File: src/rtl/pin_nf_pkg.sv
package pin_nf_pkg;

  typedef enum logic [1:0] {
    EDGE_RISE = 2'b00,
    EDGE_FALL = 2'b01,
    EDGE_BOTH = 2'b10,
    EDGE_NONE = 2'b11
  } edge_mode_e;

  // Sample period, in enabled cycles, for a rate selection.
  function automatic int unsigned period_of(input logic [1:0] sel,
                                            input int unsigned mid,
                                            input int unsigned slow);
    case (sel)
      2'b00:   return 1;
      2'b01:   return mid;
      default: return slow;
    endcase
  endfunction

  // Whether a transition to new_lvl should raise an edge pulse.
  function automatic logic edge_wanted(input logic [1:0] mode, input logic new_lvl);
    case (mode)
      EDGE_RISE: return new_lvl;
      EDGE_FALL: return !new_lvl;
      EDGE_BOTH: return 1'b1;
      default:   return 1'b0;
    endcase
  endfunction

endpackage

File: src/rtl/nf_sync.sv
module nf_sync #(
  parameter int STAGES = 2
) (
  input  logic clk,
  input  logic rst_n,
  input  logic d,
  output logic q
);
  logic [STAGES-1:0] sh;

  generate
    if (STAGES == 1) begin : g_one
      always_ff @(posedge clk or negedge rst_n) begin
        if (!rst_n) sh <= '0;
        else        sh <= d;
      end
    end else begin : g_chain
      always_ff @(posedge clk or negedge rst_n) begin
        if (!rst_n) sh <= '0;
        else        sh <= {sh[STAGES-2:0], d};
      end
    end
  endgenerate

  assign q = sh[STAGES-1];
endmodule

File: src/rtl/nf_strobe.sv
module nf_strobe
  import pin_nf_pkg::*;
#(
  parameter int DIV_MID  = 16,
  parameter int DIV_SLOW = 64
) (
  input  logic       clk,
  input  logic       rst_n,
  input  logic       cyc_en,
  input  logic [1:0] rate_sel,
  output logic       strobe
);
  localparam int CW = (DIV_SLOW > 1) ? $clog2(DIV_SLOW) : 1;

  logic [CW-1:0] cnt;
  logic [CW-1:0] limit;

  assign limit  = CW'(period_of(rate_sel, DIV_MID, DIV_SLOW) - 1);
  // >= keeps the strobe going when a shorter period is selected mid-count
  assign strobe = cyc_en && (cnt >= limit);

  always_ff @(posedge clk or negedge rst_n) begin
    if (!rst_n)      cnt <= '0;
    else if (cyc_en) cnt <= strobe ? '0 : cnt + 1'b1;
  end

  AST_CNT_FROZEN: assert property (@(posedge clk) disable iff (!rst_n)
    !cyc_en |=> (cnt == $past(cnt)));
endmodule

File: src/rtl/nf_accept.sv
module nf_accept (
  input  logic clk,
  input  logic rst_n,
  input  logic strobe,
  input  logic cond,
  output logic level,
  output logic take
);
  logic samp_q;
  logic level_q;

  assign take  = strobe && (cond == samp_q) && (cond != level_q);
  assign level = level_q;

  always_ff @(posedge clk or negedge rst_n) begin
    if (!rst_n) begin
      samp_q  <= 1'b0;
      level_q <= 1'b0;
    end else begin
      if (strobe) samp_q  <= cond;
      if (take)   level_q <= cond;
    end
  end

  AST_CHANGE_AFTER_STROBE: assert property (@(posedge clk) disable iff (!rst_n)
    (level_q != $past(level_q)) |-> $past(strobe));
  AST_PRIOR_SAMPLE_AGREES: assert property (@(posedge clk) disable iff (!rst_n)
    (level_q != $past(level_q)) |-> ($past(samp_q) == level_q));
endmodule

File: src/rtl/nf_edge.sv
module nf_edge
  import pin_nf_pkg::*;
(
  input  logic       clk,
  input  logic       rst_n,
  input  logic       take,
  input  logic       new_lvl,
  input  logic [1:0] mode,
  output logic       pulse
);
  always_ff @(posedge clk or negedge rst_n) begin
    if (!rst_n) pulse <= 1'b0;
    else        pulse <= take && edge_wanted(mode, new_lvl);
  end

  AST_PULSE_SINGLE: assert property (@(posedge clk) disable iff (!rst_n)
    pulse |=> !pulse);
endmodule

File: src/rtl/pin_noise_filter.sv
module pin_noise_filter
  import pin_nf_pkg::*;
#(
  parameter int SYNC_STAGES = 2,
  parameter int DIV_MID     = 16,
  parameter int DIV_SLOW    = 64
) (
  input  logic       clk,
  input  logic       rst_n,
  input  logic       cyc_en,
  input  logic       pin_in,
  input  logic [1:0] rate_sel,
  input  logic       invert_pol,
  input  logic [1:0] edge_mode,
  output logic       level_out,
  output logic       edge_pulse
);
  logic pin_sync;
  logic cond;
  logic strobe;
  logic take;

  nf_sync #(.STAGES(SYNC_STAGES)) u_sync (
    .clk(clk), .rst_n(rst_n), .d(pin_in), .q(pin_sync)
  );

  assign cond = pin_sync ^ invert_pol;

  nf_strobe #(.DIV_MID(DIV_MID), .DIV_SLOW(DIV_SLOW)) u_strobe (
    .clk(clk), .rst_n(rst_n), .cyc_en(cyc_en), .rate_sel(rate_sel), .strobe(strobe)
  );

  nf_accept u_accept (
    .clk(clk), .rst_n(rst_n), .strobe(strobe), .cond(cond),
    .level(level_out), .take(take)
  );

  nf_edge u_edge (
    .clk(clk), .rst_n(rst_n), .take(take), .new_lvl(cond),
    .mode(edge_mode), .pulse(edge_pulse)
  );

  AST_PULSE_ON_CHANGE: assert property (@(posedge clk) disable iff (!rst_n)
    edge_pulse |-> (level_out != $past(level_out)));
  AST_RISE_MODE_ONLY_HIGH: assert property (@(posedge clk) disable iff (!rst_n)
    (edge_pulse && ($past(edge_mode) == EDGE_RISE)) |-> level_out);
  AST_FALL_MODE_ONLY_LOW: assert property (@(posedge clk) disable iff (!rst_n)
    (edge_pulse && ($past(edge_mode) == EDGE_FALL)) |-> !level_out);
  AST_SILENT_MODE: assert property (@(posedge clk) disable iff (!rst_n)
    ($past(edge_mode) == EDGE_NONE) |-> !edge_pulse);
  AST_HOLD_WITHOUT_EN: assert property (@(posedge clk) disable iff (!rst_n)
    !$past(cyc_en) |-> $stable(level_out));
endmodule

File: config.mk
export PLATFORM = sky130hd
export DESIGN_NAME = pin_noise_filter
export DESIGN_NICKNAME = d
export VERILOG_FILES = /design/src/rtl/pin_nf_pkg.sv /design/src/rtl/nf_sync.sv /design/src/rtl/nf_strobe.sv /design/src/rtl/nf_accept.sv /design/src/rtl/nf_edge.sv /design/src/rtl/pin_noise_filter.sv
export SDC_FILE = /design/constraint.sdc
export NUM_CORES = 1
export LEC_CHECK = 0
export BUFFER_PORTS_ARGS = -buffer_cell sky130_fd_sc_hd__buf_4
export CORE_MARGIN = 1
export CORE_UTILIZATION = 50
export DETAILED_ROUTE_END_ITERATION = 12
export GPL_ROUTABILITY_DRIVEN = 1
export PLACE_DENSITY = 0.72
export SLEW_MARGIN = 20
export SYNTH_ARGS = -nofsm -noshare
export SYNTH_HDL_FRONTEND = slang
export SYNTH_HIERARCHICAL = 1
export SYNTH_SLANG_ARGS = --single-unit
export TNS_END_PERCENT = 1
File: constraint.sdc
create_clock -name clk -period 2.2 [get_ports clk]
set_clock_uncertainty 0.15 [all_clocks]
set_input_delay 0.11 -clock clk [delete_from_list [all_inputs] [get_ports clk]]
set_output_delay 0.11 -clock clk [all_outputs]
set_load 0.01 [all_outputs]
Word level (Yosys, flattened, before mapping) --
Index checks and enable logic that the tools add are counted.
Storage, ports and cells: register bits after elaboration 11, bits of input ports 9, output and inout bits 2, word-level logic and storage cells 24
Operators by class: $add $sub $neg 2, $lt $le $gt $ge 1, equality and inequality tests 5, muxes and demuxes 3, bitwise logic cells 1, reductions and logical operators 7
Operators by type and width (count):
- $pmux 5 s2 | 1
- $add 6x1->6 const B | 1
- $ge 6x6->1 | 1
- $mux 6 | 1
- $sub 6x1->6 const B | 1
- $eq 2x1->1 const B | 2
- $logic_and 1x1->1 | 4
- $logic_not 2->1 | 2
- $pmux 1 s3 | 1
- $eq 2x2->1 const B | 1
- $eq 1x1->1 | 1
- $logic_not 1->1 | 1
- $ne 1x1->1 | 1
- $xor 1x1->1 | 1

Depth between registers and ports, before layout --
depth after elaboration 8, mapped depth 7, gate-level depth less buffers 7

By module --
Netlist, hierarchy kept.
Modules (own cells, without submodules):
- nf_strobe | instances 1, cells each 46, area each 449.2 um^2, seq. area each 150.1 um^2
- nf_accept | instances 1, cells each 9, area each 108.9 um^2, seq. area each 50.0 um^2
- nf_sync | instances 1, cells each 2, area each 50.0 um^2, seq. area each 50.0 um^2
- nf_edge | instances 1, cells each 4, area each 42.5 um^2, seq. area each 25.0 um^2
- pin_noise_filter | instances 1, cells each 1, area each 8.8 um^2, seq. area each 0.0 um^2

Worst setup path after synthesis --
OpenSTA, ideal clock, no wires.
path kind register to register, from reg u_strobe.cnt[1], to reg u_accept.level_q (netlist: u_accept/level), library setup time 0.121 ns, arrival time 1.665 ns, data required time 1.929 ns, path slack 0.264 ns, cell stages (with the launch flop) 7, path buffers 0, clock period less this slack 1.936 ns, cell sequence dfrtp_1 -> ha_1 -> nor4_2 -> o21ai_2 -> and3_1 -> a21o_2 -> a22o_1
On the way: word-level cells in the longest chain between the ends 4
RTL lines:
- from (decl) | line nf_strobe.sv:15 | logic [CW-1:0] cnt;
- from (signal assigned) | line nf_strobe.sv:24 | else if (cyc_en) cnt <= strobe ? '0 : cnt + 1'b1;
- $ge 6x6->1 | line nf_strobe.sv:20 | assign strobe = cyc_en && (cnt >= limit);
- $logic_and 1x1->1 | line nf_strobe.sv:20
- named net strobe | line pin_noise_filter.sv:20 | logic strobe;
- $logic_and 1x1->1 (2 in series) | line nf_accept.sv:12 | assign take = strobe && (cond == samp_q) && (cond != level_q);
- to (signal assigned) | line nf_accept.sv:21 | if (take) level_q <= cond;
- to (decl) | line nf_accept.sv:10 | logic level_q;
The timed path passes the listed nets, and every way through them passes these cells. A chain may end at the register's enable or synchronous reset.

Worst setup path in the final report --
from reg u_strobe.cnt[5], to reg u_accept.level_q (netlist: u_accept/level)
The elaborated chain is that of the path after synthesis.

==> results.txt <==
status: finished clean
end of the worst hold path: u_edge/pulse
die area: 1468 um2
Max Fclk: 490.9 MHz
pin count of the biggest net entering global routing: 12
vias in the first global route: 445
Layout area overhead: 25.24%
Worst EP required: 2.20 ns
Die Ht: 38.32 um
Peak VDD IR: 585.3 uV
worst r2r src: u_strobe/cnt[5]
cells along the critical path: ha_1 > a21oi_2 > o221ai_2 > and3_1 > a21o_2 > a22o_1
total core area: 1171 um2
dpl hpwl: 908.7 um
Max clock buf depth: 2
critical path type: flop to flop
worst min-delay path category: input pin to flop
max-cap viol count: 0
Final Hold Viols: 0
first-pass GRT wire length: 1.925 mm
commonest non-fill, non-tap cells in the layout: dfrtp_1 (11), buf_4 (10), nand2_1 (5)
Worst Setup End Kind: flop
Critical Path AT: 2.04 ns
cell count of the worst hold path: 3
Setup TNS: 0 ns
drt via density: 5.315
CTS root buffer: clkbuf_4
commonest non-fill, non-tap cell in the layout: dfrtp_1
worst-skew pair later-pin latency: 0.26 ns
worst rel slew slack: 73.42%
width of the die: 38.32 um
final wirelength: 1.181 mm
Port Buffers: 10
Tcrit/Tclk final: 92.59%
Final nets: 92
Mapped Cells: 62
final setup vio count: 0
peak fanout along the critical path: 6
drt wl/cell: 12.84 um
WP buf/inv: 0
DR pass1 iterations: 4
final worst path period need: 2.037 ns
Least-Margin Pin Slew: 0.3973 ns
CTS HTree Levels: 1
I/O pin total: 11
mean post-synth cell area: 10.64 um2
Clk pin slew, worst setup/hold paths: 0.07 ns
slowest CP cell: dfrtp_1
Ys Warns: 6
Yosys top cell by area: dfrtp_1
cell family with most CP delay: compound AO/OA/AOI/OAI gates
GRT overflow: 0
CP Launch Type: flop
synth top area cells: dfrtp_1 (42%), ha_1 (7.6%), o221ai_2 (4.6%), o311ai_4 (4.0%), nand2b_1 (3.8%)
Clock Sinks: 11
detailed router's first-iteration violation count: 8
FF-to-FF setup slack: 0.16 ns
leakage: 0.0003719 uW
Diodes inserted: 0
Netlist cell types: 32
pwr dens: 1089 nW/um2
post-CTS setup buffers: 0
Initial Util: 56.30%
cell area after layout: 825.8 um2
GRT Util Overall: 19.73%
post-synth top area share: 41.75%
final antenna-violating net count: 0
Inserted Clock Buffers: 3
crit-path max cell delay: 0.39 ns
GPL Wtd Cong: 0.7746
Cell Rows: 12
post-synthesis sequential area ratio: 41.75%
#FFs+latches synth: 11
total number of vias: 489
unrepaired setup endpoints after global routing: no
Placed Area: 747.0 um2
post-synth net total: 75
Max Slew Vio Count: 0
worst r2r dst: u_accept/level
Cell Area, Synth: 659.4 um2
share of cells above drive strength 1: 32.05%
CTS tree: yes
R2R depth: 6
CP Depth: 6
Residual DRC: 0
hold_sp: edge_mode[0]
initial antenna violation count: 0
[registers in the layout, summed over array words and instances (netlist names)]
name and cells:
u_accept/level 1, u_accept/samp_q 1, u_edge/pulse 1, u_strobe/cnt 6, u_sync/sh 2
[logic make-up after synthesis]
family | synth area share [%]
flops | 41.75
buf+inv | 3.035
xor+xnor | 3.986
mux | 1.708
simple gates | 21.06
compound gates | 20.87
fa+ha+maj | 7.590
[per-layer routing]
metal	GRT usage (%)	wire, um	share of wire (%)
met3	8.721	46	3.9
met2	30.93	548	46
met5	0	0	0
met1	25.56	587	50
met4	2.679	0	0
[synthesized netlist by cell type, drive strengths merged]
| library cell | count |
|---|---|
| o21ai | 3 |
| o311ai | 1 |
| a22o | 1 |
| inv | 4 |
| nor4 | 1 |
| nand2 | 5 |
| a21oi | 2 |
| mux2 | 1 |
| and2 | 1 |
| nand3b | 1 |
| nand4 | 1 |
| buf | 1 |
| nand3 | 2 |
| nor3b | 1 |
| o221ai | 2 |
| nor2 | 4 |
| ha | 4 |
| a21boi | 1 |
| a21bo | 1 |
| xnor2 | 1 |
| nand2b | 4 |
| and3 | 2 |
| or3 | 1 |
| or3b | 1 |
| a21o | 2 |
| o22ai | 1 |
| dfrtp | 11 |
| xor2 | 2 |
[worst max-delay path by stage]
stage                    start             end  slack, ns
2_1_floorplan  u_strobe/cnt[1]  u_accept/level       0.26
3_3_place_gp   u_strobe/cnt[1]  u_accept/level       0.19
3_5_place_dp   u_strobe/cnt[1]  u_accept/level       0.09
4_1_cts        u_strobe/cnt[1]  u_accept/level       0.08
5_1_grt        u_strobe/cnt[1]  u_accept/level       0.07
6_report       u_strobe/cnt[5]  u_accept/level       0.16
[power by group]
part	switching [uW]	leakage [uW]	internal, uW	total [uW]
clock	63.8	0.0000177	67.2	131
sequential	92.1	0.000130	270	362
combinational	197	0.000224	210	407
total	353	0.000372	547	900
[through the flow]
step / std cells / total power (uW) / util (%) / worst slack, ns / hold WS [ns]
after floorplan: 62 / 637.6 / - / 0.2641 / -0.3356
after global placement: 85 / 713.1 / 63.78 / 0.1913 / -0.1965
after detailed placement: 85 / 733.7 / 63.78 / 0.08750 / -0.2010
after CTS: 92 / 872.7 / 68.70 / 0.07560 / 0.02151
after global routing: 92 / 964.3 / 70.51 / 0.07217 / 0.02034
final: 92 / 899.5 / 70.51 / 0.1630 / 0.02478
[layout make-up]
type                            count  area, um2
Timing Repair Buffer               13      105.1
Clock inverter                      1      5.005
Multi-Input combinational cell     46      385.4
Fill cell                         101      345.3
Tap cell                           14      17.52
Inverter                            4      15.01
Clock buffer                        3      22.52
Sequential cell                    11      275.3
[worst register-to-register path, cell delays in order, from the launching register on]
cell	delay, ns
dfrtp_1	0.39
ha_1	0.31
a21oi_2	0.19
o221ai_2	0.15
and3_1	0.28
a21o_2	0.23
a22o_1	0.23
[what timing repair did]
item | CTS | global route
endpoints found under the setup margin | 0 | 1
hold buffers | 3 | 0
endpoints found under the hold margin | 15 | 0
resized for setup | 0 | 2
(Power assumes the default switching activity.)
